<file path="config.mk">
export PLATFORM = sky130hd
export DESIGN_NAME = legacy_mem_attr_decoder
export DESIGN_NICKNAME = d
export VERILOG_FILES = /design/src/rtl/legacy_attr_pkg.sv /design/src/rtl/lma_cfg_regs.sv /design/src/rtl/lma_lowwin_fsm.sv /design/src/rtl/lma_route_decode.sv /design/src/rtl/legacy_mem_attr_decoder.sv
export SDC_FILE = /design/constraint.sdc
export NUM_CORES = 1
export LEC_CHECK = 0
export BUFFER_PORTS_ARGS = -buffer_cell sky130_fd_sc_hd__buf_4
export CAP_MARGIN = 20
export CORE_MARGIN = 4
export CORE_UTILIZATION = 48
export DETAILED_ROUTE_END_ITERATION = 10
export HOLD_SLACK_MARGIN = 0.1
export PLACE_DENSITY = 0.85
export RECOVER_POWER = 25
export SYNTH_ARGS = -nofsm -noshare
export SYNTH_HDL_FRONTEND = slang
export SYNTH_SLANG_ARGS = --single-unit
</file>
<file path="constraint.sdc">
create_clock -name clk -period 2.47 [get_ports clk]
set_input_delay 0 -clock clk [delete_from_list [all_inputs] [get_ports clk]]
set_output_delay 0 -clock clk [all_outputs]
set_load 0.03 [all_outputs]
</file>
<file path="src/rtl/legacy_attr_pkg.sv">
package legacy_attr_pkg;

    typedef enum logic [1:0] {
        TGT_DRAM    = 2'd0,
        TGT_DRAM_RO = 2'd1,
        TGT_BUS     = 2'd2
    } route_t;

    typedef enum logic [1:0] {
        LW_BUS  = 2'd0,
        LW_OPEN = 2'd1,
        LW_SMM  = 2'd2
    } lowwin_t;

    localparam logic [1:0] CODE_RO = 2'd1;
    localparam logic [1:0] CODE_RW = 2'd3;

endpackage

</file>
<file path="src/rtl/lma_cfg_regs.sv">
module lma_cfg_regs #(
    parameter int          CFG_AW     = 8,
    parameter int          ATTR_BYTES = 7,
    parameter logic [7:0]  ATTR_BASE  = 8'h59,
    parameter logic [7:0]  SMRAM_OFS  = 8'h72,
    parameter logic [7:0]  SMRAM_RST  = 8'h02
) (
    input  logic                    clk,
    input  logic                    rst_n,
    input  logic                    cfg_we,
    input  logic [CFG_AW-1:0]       cfg_addr,
    input  logic [7:0]              cfg_wdata,
    output logic [ATTR_BYTES*8-1:0] attr_flat,
    output logic [7:0]              smram_q,
    output logic [7:0]              smram_next
);

    // One byte register per attribute offset
    for (genvar b = 0; b < ATTR_BYTES; b++) begin : g_attr
        localparam logic [CFG_AW-1:0] OFS = CFG_AW'(ATTR_BASE) + CFG_AW'(b);
        logic hit;
        assign hit = cfg_we && (cfg_addr == OFS);
        always_ff @(posedge clk) begin
            if (!rst_n) begin
                attr_flat[b*8 +: 8] <= 8'h00;
            end else if (hit) begin
                attr_flat[b*8 +: 8] <= cfg_wdata;
            end
        end
    end

    // SMRAM control byte; the next value feeds the low-window state machine
    always_comb begin
        smram_next = smram_q;
        if (cfg_we && (cfg_addr == CFG_AW'(SMRAM_OFS))) begin
            smram_next = cfg_wdata;
        end
    end

    always_ff @(posedge clk) begin
        if (!rst_n) begin
            smram_q <= SMRAM_RST;
        end else begin
            smram_q <= smram_next;
        end
    end

endmodule

</file>
<file path="src/rtl/lma_lowwin_fsm.sv">
module lma_lowwin_fsm
    import legacy_attr_pkg::*;
#(
    parameter int OPEN_BIT = 6,
    parameter int SMEN_BIT = 3
) (
    input  logic       clk,
    input  logic       rst_n,
    input  logic [7:0] smram_next,
    input  logic [7:0] smram_q,
    input  logic       smm_active,
    output lowwin_t    state_q
);

    lowwin_t state_d;

    // Next-state process: to_open, to_smm, to_bus
    always_comb begin
        state_d = state_q;
        unique case (state_q)
            LW_BUS, LW_OPEN, LW_SMM: begin
                if (smram_next[OPEN_BIT]) begin
                    state_d = LW_OPEN;
                end else if (smm_active && smram_next[SMEN_BIT]) begin
                    state_d = LW_SMM;
                end else begin
                    state_d = LW_BUS;
                end
            end
            default: state_d = LW_BUS;
        endcase
    end

    always_ff @(posedge clk) begin
        if (!rst_n) begin
            state_q <= LW_BUS;
        end else begin
            state_q <= state_d;
        end
    end

    AST_OPEN_NEEDS_BIT: assert property (@(posedge clk) disable iff (!rst_n)
        (state_q == LW_OPEN) |-> smram_q[OPEN_BIT]);

    AST_SMM_NEEDS_INPUT: assert property (@(posedge clk) disable iff (!rst_n)
        (state_q == LW_SMM) |-> ($past(smm_active) && smram_q[SMEN_BIT] && !smram_q[OPEN_BIT]));

    AST_SMM_DROP_CLOSES: assert property (@(posedge clk) disable iff (!rst_n)
        (!smm_active && !smram_next[OPEN_BIT]) |=> (state_q == LW_BUS));

endmodule

</file>
<file path="src/rtl/lma_route_decode.sv">
module lma_route_decode
    import legacy_attr_pkg::*;
#(
    parameter int ADDR_W     = 32,
    parameter int ATTR_BYTES = 7,
    parameter int SEG_COUNT  = 12,
    parameter int SEG_W      = 14
) (
    input  logic [ADDR_W-1:0]       addr,
    input  logic                    write,
    input  logic [ATTR_BYTES*8-1:0] attr_flat,
    input  lowwin_t                 lowwin,
    output route_t                  target,
    output logic                    wr_inhibit
);

    localparam int SIDX_W    = 20 - SEG_W;
    localparam int SEG_FIRST = 32'hC0000 >> SEG_W;
    localparam int TOP_LSB   = 4;

    logic              upper_zero;
    logic [3:0]        nib;
    logic [SIDX_W-1:0] seg_rel;
    logic [1:0]        seg_code [SEG_COUNT];
    logic [1:0]        code;
    logic              coded;

    if (ADDR_W > 20) begin : g_upper
        assign upper_zero = (addr[ADDR_W-1:20] == '0);
    end else begin : g_noupper
        assign upper_zero = 1'b1;
    end

    assign nib     = addr[19:16];
    assign seg_rel = addr[19:SEG_W] - SIDX_W'(SEG_FIRST);

    // Segment i: byte 1 + i/2, nibble i%2
    for (genvar s = 0; s < SEG_COUNT; s++) begin : g_seg
        assign seg_code[s] = attr_flat[(1 + s/2)*8 + (s%2)*4 +: 2];
    end

    always_comb begin
        code  = 2'd0;
        coded = 1'b0;
        if (upper_zero && (nib == 4'hF)) begin
            code  = attr_flat[TOP_LSB +: 2];
            coded = 1'b1;
        end else if (upper_zero && (nib >= 4'hC)) begin
            coded = 1'b1;
            for (int s = 0; s < SEG_COUNT; s++) begin
                if (seg_rel == SIDX_W'(s)) code = seg_code[s];
            end
        end
    end

    always_comb begin
        target     = TGT_DRAM;
        wr_inhibit = 1'b0;
        if (upper_zero && (nib == 4'hA || nib == 4'hB)) begin
            target = (lowwin == LW_BUS) ? TGT_BUS : TGT_DRAM;
        end else if (coded) begin
            unique case (code)
                CODE_RW: target = TGT_DRAM;
                CODE_RO: begin
                    target     = TGT_DRAM_RO;
                    wr_inhibit = write;
                end
                default: target = TGT_BUS;
            endcase
        end
    end

endmodule

</file>
<file path="src/rtl/legacy_mem_attr_decoder.sv">
module legacy_mem_attr_decoder
    import legacy_attr_pkg::*;
#(
    parameter int         ADDR_W     = 32,
    parameter int         CFG_AW     = 8,
    parameter int         SEG_COUNT  = 12,
    parameter int         SEG_W      = 14,
    parameter logic [7:0] ATTR_BASE  = 8'h59,
    parameter logic [7:0] SMRAM_OFS  = 8'h72
) (
    input  logic              clk,
    input  logic              rst_n,
    input  logic              cfg_we,
    input  logic [CFG_AW-1:0] cfg_addr,
    input  logic [7:0]        cfg_wdata,
    input  logic              smm_active,
    input  logic              req_valid,
    input  logic              req_write,
    input  logic [ADDR_W-1:0] req_addr,
    output logic              rsp_valid,
    output logic [1:0]        rsp_target,
    output logic              rsp_wr_inhibit
);

    localparam int ATTR_BYTES = 1 + (SEG_COUNT + 1) / 2;

    logic [ATTR_BYTES*8-1:0] attr_flat;
    logic [7:0]              smram_q;
    logic [7:0]              smram_next;
    lowwin_t                 lowwin;
    route_t                  dec_target;
    logic                    dec_inhibit;

    lma_cfg_regs #(
        .CFG_AW     (CFG_AW),
        .ATTR_BYTES (ATTR_BYTES),
        .ATTR_BASE  (ATTR_BASE),
        .SMRAM_OFS  (SMRAM_OFS),
        .SMRAM_RST  (8'h02)
    ) u_regs (
        .clk        (clk),
        .rst_n      (rst_n),
        .cfg_we     (cfg_we),
        .cfg_addr   (cfg_addr),
        .cfg_wdata  (cfg_wdata),
        .attr_flat  (attr_flat),
        .smram_q    (smram_q),
        .smram_next (smram_next)
    );

    lma_lowwin_fsm u_fsm (
        .clk        (clk),
        .rst_n      (rst_n),
        .smram_next (smram_next),
        .smram_q    (smram_q),
        .smm_active (smm_active),
        .state_q    (lowwin)
    );

    lma_route_decode #(
        .ADDR_W     (ADDR_W),
        .ATTR_BYTES (ATTR_BYTES),
        .SEG_COUNT  (SEG_COUNT),
        .SEG_W      (SEG_W)
    ) u_dec (
        .addr       (req_addr),
        .write      (req_write),
        .attr_flat  (attr_flat),
        .lowwin     (lowwin),
        .target     (dec_target),
        .wr_inhibit (dec_inhibit)
    );

    always_ff @(posedge clk) begin
        if (!rst_n) begin
            rsp_valid      <= 1'b0;
            rsp_target     <= TGT_BUS;
            rsp_wr_inhibit <= 1'b0;
        end else begin
            rsp_valid      <= req_valid;
            rsp_target     <= dec_target;
            rsp_wr_inhibit <= req_valid && dec_inhibit;
        end
    end

    AST_VALID_ONE_CYCLE: assert property (@(posedge clk) disable iff (!rst_n)
        rsp_valid |-> $past(req_valid));

    AST_INHIBIT_IS_RO: assert property (@(posedge clk) disable iff (!rst_n)
        rsp_wr_inhibit |-> (rsp_target == TGT_DRAM_RO));

    AST_INHIBIT_ON_WRITE: assert property (@(posedge clk) disable iff (!rst_n)
        (rsp_valid && rsp_wr_inhibit) |-> $past(req_write));

    AST_HIGH_PASSTHRU: assert property (@(posedge clk) disable iff (!rst_n)
        (rsp_valid && $past(req_addr[19:0] < 20'hA0000)) |-> (rsp_target == TGT_DRAM && !rsp_wr_inhibit));

    AST_TARGET_LEGAL: assert property (@(posedge clk) disable iff (!rst_n)
        rsp_valid |-> (rsp_target != 2'd3));

endmodule

</file>
* Word level (Yosys, flattened, before mapping)
Index checks and enable logic that the tools add are counted.
** Word-level totals
- Flip-flop bits (word level) :: 55
- Bits of input ports :: 54
** Cells by class
- Add/sub/neg operators :: 1
- Order comparisons :: 1
- Equal/unequal tests :: 26
- Mux-type cells :: 26
- Bitwise operators :: 2
- Reductions and logical operators :: 20
** Operators with widths (number)
- equality test 8 x 7 -> 1 bit (second input constant) :: 8
- 2-to-1 mux 2 bit :: 18
- equality test 6 x 3 -> 1 bit (second input constant) :: 4
- equality test 6 x 4 -> 1 bit (second input constant) :: 4
- logical AND 1 bit :: 13
- equality test 4 bit (second input constant) :: 3
- equality test 6 x 2 -> 1 bit (second input constant) :: 2
- logical NOT 12 bit :: 1
- 2-to-1 mux 7 bit :: 1
- equality test 6 x 1 -> 1 bit (second input constant) :: 1
- logical NOT 6 bit :: 1
- 2-to-1 mux 1 bit :: 6
- OR reduction 3 bit :: 2
- subtractor 6 bit (second input constant) :: 1
- equality test 2 x 1 -> 1 bit (second input constant) :: 2
- equality test 2 bit (second input constant) :: 2
- >= comparator 4 bit (second input constant) :: 1
- case mux 2 bit (2 select lines) :: 1
- logical NOT 2 bit :: 1
- inverter 1 bit :: 2
- AND reduction 2 bit :: 1
- logical OR 1 bit :: 1

* Logic depth before layout (Yosys ltp)
Gate-level depths: netlist of run 1.
- Word-level depth :: 21
- Depth in mapped cells :: 7
- Depth with buffers taken out :: 5

* Modules after synthesis
Synthesis of run 1 repeated with hierarchy kept, for this count alone.
** Unflattened totals
- Cell total of the unflattened synthesis :: 306
- Area, all modules :: 3103.0 um^2
** Modules (own cells, without submodules)
- lma_cfg_regs :: times used 1, cells each 238, area each 2534.9 um^2, seq. area each 1281.2 um^2
- lma_route_decode :: times used 1, cells each 54, area each 394.1 um^2, seq. area each 0.0 um^2
- legacy_mem_attr_decoder :: times used 1, cells each 8, area each 107.6 um^2, seq. area each 80.1 um^2
- lma_lowwin_fsm :: times used 1, cells each 6, area each 66.3 um^2, seq. area each 40.0 um^2

* Least setup slack after synthesis of run 1
No wires, ideal clock.
- Path kind :: register to register
- Start :: reg u_regs.attr_flat[17]
- End :: reg rsp_target[0]
- Library setup time :: 117 ps
- Arrival :: 1298 ps
- Slack :: 1055 ps
- Cell stages (with the launch flop) :: 6
- Clock period less this slack :: 1415 ps
- Cells stage by stage :: dfxtp_1 -> mux4_2 -> nand2_1 -> a211o_1 -> a221oi_2 -> and4b_1
** On the way
- Word-level cells in the longest chain between the ends :: 16
- Elaborated cells on any way between the ends :: 17
- Classes of those cells :: eq/ne: 2; mux: 15
** Ends and longest elaborated chain
- start, declared :: line lma_cfg_regs.sv:13 : output logic [ATTR_BYTES*8-1:0] attr_flat,
- start signal, assigned by index :: line lma_cfg_regs.sv:27 : attr_flat[b*8 +: 8] <= cfg_wdata;
- 2-to-1 mux 2 bit (*) (10 in a row) :: line lma_route_decode.sv:51 : if (seg_rel == SIDX_W'(s)) code = seg_code[s];
- 2-to-1 mux 2 bit (*) :: line lma_route_decode.sv:48 : end else if (upper_zero && (nib >= 4'hC)) begin
- 2-to-1 mux 2 bit (*) :: line lma_route_decode.sv:45 : if (upper_zero && (nib == 4'hF)) begin
- equality test 2 x 1 -> 1 bit / equality test 2 bit (equally long branches) :: line lma_route_decode.sv:62 : unique case (code)
- case mux 2 bit (2 select lines) (*) :: line lma_route_decode.sv:62
- 2-to-1 mux 2 bit (*) :: line lma_route_decode.sv:61 : end else if (coded) begin
- 2-to-1 mux 2 bit (*) :: line lma_route_decode.sv:59 : if (upper_zero && (nib == 4'hA || nib == 4'hB)) begin
- end signal, assigned :: line legacy_mem_attr_decoder.sv:81 : rsp_target <= dec_target;
- end, declared :: line legacy_mem_attr_decoder.sv:21 : output logic [1:0] rsp_target,
Mark *: on every way between the ends. The rest lies on a longest branch, timed or not.
A chain may end at the register's enable or synchronous reset.

* Worst setup path in the final report of run 1
- Start :: reg u_fsm.state_q[0]
- End :: reg rsp_target[1]
** On the way
- Word-level cells in the longest chain between the ends :: 3
** Ends and longest elaborated chain
- start, declared :: line lma_lowwin_fsm.sv:12 : output lowwin_t state_q
- start signal, assigned :: line lma_lowwin_fsm.sv:38 : state_q <= state_d;
- logical NOT 2 bit :: line lma_route_decode.sv:60 : target = (lowwin == LW_BUS) ? TGT_BUS : TGT_DRAM;
- 2-to-1 mux 2 bit :: line lma_route_decode.sv:60
- 2-to-1 mux 2 bit :: line lma_route_decode.sv:59
No other way between the ends.

==> metrics.txt, run 1 <==
status completed; layout cells sized above 1 0.1992; CP max FO 2; number of remaining DRC errors 0; Synth area leader dfxtp_1; Die Span Y 67.35 um; HP Start req_addr[16]; total CTS buffers 5; reg2reg end rsp_target[1]; M3 GR Usage 0.06156; fmax 475.3 MHz; Via density 5.390; largest net degree at the start of global routing 32; area delta synth->final 32.79%; die width 67.35 um; Net Count, Synth 230; # Max-Cap Violations 0; routed wire length 4183 um; Final setup viols 0; Final ANT Viol Nets 0; GR peak layer met2; DR iter-0 viols 49; Setup Fix Bufs, Post-CTS 0; Slew HR 0.6805; # rows 21; hold buffers post-CTS 21; Synth Warn # 0; Seq cells post-synth 34; unrepaired setup endpoints after global routing false; diodes inserted 0; TritonCTS Sinks 34; Post-synth EDFFs 0; post-route setup slack 0.3663 ns; flop-to-flop setup slack 0.37 ns; post-DR wirelength/cell 14.83 um; Worst Hold Path EP rsp_target[0]; CTS root buffer clkbuf_4; met1 Resource Use GR 0.2400; fin crit share 0.8517; P per Cell Area 449.7 nW/um^2; worst slack, placed 0.7680 ns; Final #Nets 289; Area contributors post-synth dfxtp_1 40%, mux2i_1 14%, nor2b_1 7.8%; worst-margin pin slew 0.4782 ns; startpoint types flip-flop; initial antenna violation count 0; sequential fraction of the synthesis area 0.4027; crit path kind reg2reg; worst-skew pair later-pin latency 0.34 ns; io pins 58; htree depth 2; total track usage 0.2027; DP HPWL 2686 um; syn_area_per_cell 9.604 sq um; number of global-route vias before repair 1495; endpoints failing hold 0; Max Slew Vio Count 0; Routability Congestion 0.7917; leakage 0.8690 nW; met2 Use GR 0.3472; DR vias 1520; launching point of the worst reg2reg path u_fsm.state_q[0]; mapped cell area 1690 sq um; hold path cells 3; Final Critical Period 2.104 ns; Mapped Cells 176; core box area 3363 sq um; skew final 0.01117 ns; Max VDD drop 325.9 uV; first-pass GRT wire length 6762 um; commonest non-fill, non-tap cells in the layout 35 x buf_4, 34 x dfxtp_1, 24 x mux2i_1; IO buf count 41; Pre-Repair DR Iteration Count 4; share of the synthesized area in the top cell type 0.4027; commonest non-fill, non-tap cell in the layout buf_4; Initial Util 0.5026; Top FF cell, synth dfxtp_1; grt total ovfl 0; ys async rst share 0; Worst EP arrival 2.40 ns; Unique masters post-synth 40; CP Capture Type flip-flop; post-cts sizing count 0; Sum Neg Setup Slack 0 ns; die area 4535 sq um; CTS max path bufs 2; worst endpoint required time 2.76 ns; Worst-path clk slew 0.11 ns; Tightest Hold Check Type in2reg; FF-to-FF path depth 6; CTS tree yes
-- through the flow --
step           hold slack [ns]  instance area [sq um]  cells  total power, mW  utilization
2_1_floorplan           0.1356                   1690    176           0.6112            -
3_3_place_gp            0.2419                   2004    253           0.6737       0.5960
3_5_place_dp            0.2425                   2004    253           0.6749       0.5960
4_1_cts                 0.1234                   2275    282            1.014       0.6763
5_1_grt                 0.1412                   2245    282            1.060       0.6674
6_report                0.1338                   2245    282            1.010       0.6674
-- final cells by class --
type	instances	area, sq um
clock buffers	7	55.05
repair buffers	62	499.2
well taps	46	57.56
multi-input cells	130	939.7
clock inverters	1	5.005
flip-flops and latches	34	680.7
fillers	283	1119
inverters	2	7.507
-- worst max-delay path by stage --
stage,startpoint,end,cells past startpoint
2_1_floorplan,u_regs.attr_flat[17],rsp_target[0],5
3_3_place_gp,cfg_addr[7],u_regs.attr_flat[13],6
3_5_place_dp,cfg_addr[7],u_regs.attr_flat[12],6
4_1_cts,u_fsm.state_q[0],rsp_target[1],6
5_1_grt,u_fsm.state_q[0],rsp_target[1],6
6_report,u_fsm.state_q[0],rsp_target[1],6
-- sequential cells by signal (all words and copies together), names as in the netlist --
| name | flops |
|---|---|
| u_fsm.state_q | 2 |
| u_regs.smram_q | 2 |
| u_regs.attr_flat | 26 |
| rsp_wr_inhibit | 1 |
| rsp_valid | 1 |
| rsp_target | 2 |
-- Yosys cell counts (2+ instances only) --
cell      count
a21boi_0      8
dfxtp_1      34
nor4_1        4
clkbuf_1      6
o21ai_1       2
inv_1         2
o21ai_0       3
nand3b_1      4
nor2_1        4
nand4b_1      2
mux2i_1      24
nand2_1      17
nor3_1        2
mux4_2        2
buf_2         2
nor3b_1       3
nand3_1      13
and2_1        2
nor2b_1      21
-- power breakdown --
| part | total [mW] | internal, mW | switching (mW) |
|---|---|---|---|
| Combinational | 0.130 | 0.0726 | 0.0575 |
| Sequential | 0.551 | 0.550 | 0.000628 |
| Clock | 0.329 | 0.138 | 0.191 |
| Total | 1.01 | 0.761 | 0.249 |
-- critical path, stage by stage (launching register included) --
cell and delay, ns:
dfxtp_1 0.33, nor2_1 0.13, nand3_1 0.09, or3_1 0.30, dlygate4sd3_1 0.56, o311ai_1 0.08, dlygate4sd3_1 0.57
-- routing by layer --
layer  wire length, um  up-vias
met5                 0        -
met4                55        0
met3               322        5
met2              2026       52
met1              1779      711
li1                  -      752
-- kinds of logic (layout without fill, tap and decap cells) --
logic type,after synthesis,in the layout,synth area share
buf+inv,12,72,0.03479
mux,26,26,0.1688
compound gates,22,22,0.09845
simple gates,82,82,0.2953
flops,34,34,0.4027
Power figures use the tool's default switching activity.
==> run 2: changes to the inputs <==
Clock period 2.47 ns to 2.3 ns, I/O delays scaled along.
==> run 2 against run 1 <==
Final area grew 2.0%. Combinational power grew 7%. Sequential power grew 7.4%. Critical path depth grew 1. Sequential cell count is the same. Non-clock buffer count grew 4. Core utilization grew 1.3 points. Cell count grew 1.4%. Sequential share of layout area shrank 0.58 points.
==> metrics.txt, run 2 (synthesis gave the netlist of run 1 again) <==
status completed; Tightest Hold Check Type in2reg; fin area 2288 sq um; grt total ovfl 0; post-cts sizing count 0; max reg flops 26; Final ANT Viol Nets 0; post-DR wirelength/cell 14.74 um; die area 4535 sq um; final design utilization 0.6804; CP Capture Type flip-flop; hold path cells 3; number of global-route vias before repair 1511; core box area 3363 sq um; number of remaining DRC errors 0; DP HPWL 2822 um; CP max FO 6; P per Cell Area 476.5 nW/um^2; largest net degree at the start of global routing 32; Worst EP arrival 2.42 ns; area delta synth->final 35.38%; Reg with most FFs u_regs.attr_flat; CTS tree yes; Worst-path clk slew 0.11 ns; commonest non-fill, non-tap cells in the layout 35 x buf_4, 34 x dfxtp_1, 25 x dlygate4sd3_1; Pre-Repair DR Iteration Count 4; Routability Congestion 0.8073; worst-margin pin slew 0.4777 ns; startpoint types primary input; Max VDD drop 347.3 uV; io pins 58; post-route setup slack 0.1793 ns; Initial Util 0.5026; CTS root buffer clkbuf_4; DR iter-0 viols 54; endpoints failing hold 0; total track usage 0.2069; total CTS buffers 5; unrepaired setup endpoints after global routing false; Slew HR 0.6809; IO buf count 41; Setup Fix Bufs, Post-CTS 0; initial antenna violation count 0; skew final 0.008381 ns; FF-to-FF path depth 6; Die Span Y 67.35 um; Final #Nets 293; DR vias 1548; Worst Hold Path EP rsp_target[0]; launching point of the worst reg2reg path u_fsm.state_q[0]; fmax 471.5 MHz; dpl cell area 2004 sq um; diodes inserted 0; fin crit share 0.9221; Via density 5.413; HP Start req_addr[16]; commonest non-fill, non-tap cell in the layout buf_4; # Max-Cap Violations 0; worst-skew pair later-pin latency 0.35 ns; reg2reg end rsp_target[1]; TritonCTS Sinks 34; crit path kind in2reg; routed wire length 4215 um; worst slack, placed 0.5939 ns; Final Critical Period 2.121 ns; die width 67.35 um; Sum Neg Setup Slack 0 ns; Final setup viols 0; leakage 0.8791 nW; first-pass GRT wire length 6934 um; CTS max path bufs 2; htree depth 2; worst endpoint required time 2.60 ns; flop-to-flop setup slack 0.21 ns; layout cells sized above 1 0.2000; # rows 21; Max Slew Vio Count 0
-- run 2: worst max path at each step --
| stage | startpoint | to | depth (start not counted) |
|---|---|---|---|
| after global routing | cfg_addr[0] | u_regs.attr_flat[24] | 7 |
| after CTS | u_fsm.state_q[0] | rsp_target[1] | 6 |
| after detailed placement | cfg_addr[7] | u_regs.attr_flat[8] | 6 |
| after floorplan | u_regs.attr_flat[17] | rsp_target[0] | 5 |
| after global placement | cfg_addr[7] | u_regs.attr_flat[8] | 6 |
| final | cfg_addr[0] | u_regs.attr_flat[24] | 7 |
-- run 2: cell type report --
| type | count | area (sq um) |
|---|---|---|
| repair buffers | 66 | 539.3 |
| clock buffers | 6 | 51.30 |
| flip-flops and latches | 34 | 680.7 |
| clock inverters | 2 | 12.51 |
| well taps | 46 | 57.56 |
| multi-input cells | 130 | 939.7 |
| inverters | 2 | 7.507 |
| fillers | 313 | 1075 |
-- run 2: routing by layer --
layer / share of wire / GRT usage / up-vias
li1: - / - / 759
met1: 0.42 / 0.2431 / 733
met2: 0.50 / 0.3534 / 48
met3: 0.063 / 0.06988 / 8
met4: 0.014 / 0.06582 / 0
met5: 0 / 0 / -
-- run 2: timing repair --
action                                  in CTS  in global routing
hold buffers                                25                  0
endpoints found under the setup margin       0                  0
hold endpoints to repair                    33                  0
-- run 2: worst max-delay path, cell delays in order --
cell	delay (ns)
dlygate4sd3_1	0.53
clkbuf_1	0.16
nor2_1	0.32
nand3_1	0.13
dlygate4sd3_1	0.57
a21boi_0	0.15
dlygate4sd3_1	0.56
-- run 2: report_power, final --
| group | internal, mW | switching (mW) |
|---|---|---|
| Clock | 0.147 | 0.213 |
| Combinational | 0.0780 | 0.0607 |
| Sequential | 0.591 | 0.000668 |
-- run 2: stage by stage --
step,std cells,power (mW),hold WS (ns)
floorplan,176,0.6564,0.1356
CTS,286,1.095,0.1163
global placement,253,0.7235,0.2392
finish,286,1.090,0.1170
detailed placement,253,0.7253,0.2540
global route,286,1.139,0.1279
==> run 3: changes to the inputs <==
Settings changed: BUFFER_PORTS_ARGS -buffer_cell sky130_fd_sc_hd__buf_4 to -buffer_cell sky130_fd_sc_hd__buf_2, CTS_CLUSTER_DIAMETER from default to 120.
==> run 3 against run 2 <==
Worst setup slack better by 0.018 ns. Hold slack better by 0.010 ns. Critical endpoint is now rsp_target[1]. Global-route usage down 1.8 points. Highest routed layer unchanged. Core utilization down 4.4 points. Non-clock buffer count down 6. First-iteration DRC count up 33%. Routed wire length down 5.8%.
==> metrics.txt, run 3 (synthesis gave the netlist of run 1 again) <==
IO buf count 41; grt total ovfl 0; Layout fillers 288; CP max stage delay 0.57 ns; DR iter-0 viols 72; Final Critical Period 2.103 ns; largest net degree at the start of global routing 32; skew final 0.005928 ns; Max Used Layer met4; # rows 21; DP HPWL 2737 um; endpoints failing hold 0; core box area 3363 sq um; Overall Power 1.058 mW; Multi-input gate area 943.4 sq um; fin area 2140 sq um; CTS tree yes; startpoint types flip-flop; io pins 58; initial antenna violation count 0; WL met3 294 um; crit path kind reg2reg; total CTS buffers 5; dpl cell area 1902 sq um; die area 4535 sq um; fin crit share 0.9143; sequential cell area 680.7 sq um; Final setup viols 0; CP cell instances nor2_1 -> nand3_1 -> or3_1 -> dlygate4sd3_1 -> o311ai_1 -> dlygate4sd3_1; Post-Route M1 WL 1797 um; commonest non-fill, non-tap cell in the layout buf_2; Worst-path clk slew 0.10 ns; Inst Count DP 253; Initial Util 0.5026; Reg with most FFs u_regs.attr_flat; unrepaired setup endpoints after global routing false; post-DR wirelength/cell 14.18 um; status completed; leakage 0.8175 nW; # Max-Cap Violations 0; max reg flops 26; htree depth 2; commonest non-fill, non-tap cells in the layout 37 x buf_2, 34 x dfxtp_1, 24 x mux2i_1; CP Capture Type flip-flop; Pre-Repair DR Iteration Count 4; Routability Congestion 0.7864; TritonCTS Sinks 34; worst-margin pin slew 0.5119 ns; worst-skew pair later-pin latency 0.33 ns; Tightest Hold Check Type in2reg; DR vias 1505; Worst EP arrival 2.38 ns; number of remaining DRC errors 0; CTS max path bufs 2; Final #Nets 287; CP max FO 2; first-pass GRT wire length 6396 um; critical path's most frequent cell dlygate4sd3_1; Sum Neg Setup Slack 0 ns; total track usage 0.1887; P per Cell Area 494.4 nW/um^2; die width 67.35 um; Final ANT Viol Nets 0; CTS root buffer clkbuf_4; Met2 Wirelength 1832 um; layout cells sized above 1 0.2094; diodes inserted 0; slowest CP cell dlygate4sd3_1; Die Span Y 67.35 um; routed wire length 3969 um; Slew HR 0.6580; fmax 475.5 MHz; area delta synth->final 26.57%; Final Non-Filler Cells 280; worst endpoint required time 2.58 ns; Max Slew Vio Count 0; Via density 5.375; Max VDD drop 369.2 uV; number of global-route vias before repair 1413
-- run 3: per-layer routing --
metal	vias to the layer above	global-route usage
met4	0	0.05316
met3	8	0.05158
met5	-	0
met1	697	0.2505
li1	746	-
met2	54	0.3006
-- run 3: final timing paths --
check / from / endpoint / slack [ns] / cells past startpoint
max: u_fsm.state_q[0] / rsp_target[1] / 0.20 / 6
min: cfg_addr[1] / u_regs.attr_flat[4] / 0.13 / 4
max reg2reg: u_fsm.state_q[0] / rsp_target[1] / 0.20 / 6
min reg2reg: u_regs.attr_flat[25] / u_regs.attr_flat[25] / 0.47 / 2
-- run 3: final cells by class --
class,instances,share of cell area
Sequential cell,34,0.3181
Timing Repair Buffer,60,0.1825
Inverter,2,0.003509
Clock buffer,7,0.02573
Tap cell,46,0.02690
Multi-Input combinational cell,130,0.4409
Clock inverter,1,0.002339
-- run 3: power by group --
| group | switching, mW | internal [mW] | total [mW] |
|---|---|---|---|
| registers | 0.000722 | 0.591 | 0.592 |
| logic | 0.0590 | 0.0578 | 0.117 |
| clock network | 0.201 | 0.148 | 0.349 |
-- run 3: worst max-delay path, delay by kind of cell (launching register included) --
kind | cells | cell delay [ns]
AO/OA/AOI/OAI | 1 | 0.08
AND/OR/NAND/NOR | 3 | 0.51
flip-flops | 1 | 0.32
buffers and inverters | 2 | 1.14
-- run 3: what timing repair did --
action | CTS | global route
endpoints found under the hold margin | 33 | 0
endpoints found under the setup margin | 0 | 0
gates resized for setup | 0 | 0
buffers inserted | 0 | 0
hold buffers | 19 | 0
-- run 3: per-stage QoR --
stage / hold slack, ns / util / worst slack, ns
CTS: 0.1094 / 0.6399 / 0.2066
global placement: 0.2424 / 0.5655 / 0.6307
global route: 0.1364 / 0.6362 / 0.08861
floorplan: 0.1356 / - / 0.8852
finish: 0.1270 / 0.6362 / 0.1972
detailed placement: 0.2462 / 0.5655 / 0.6024
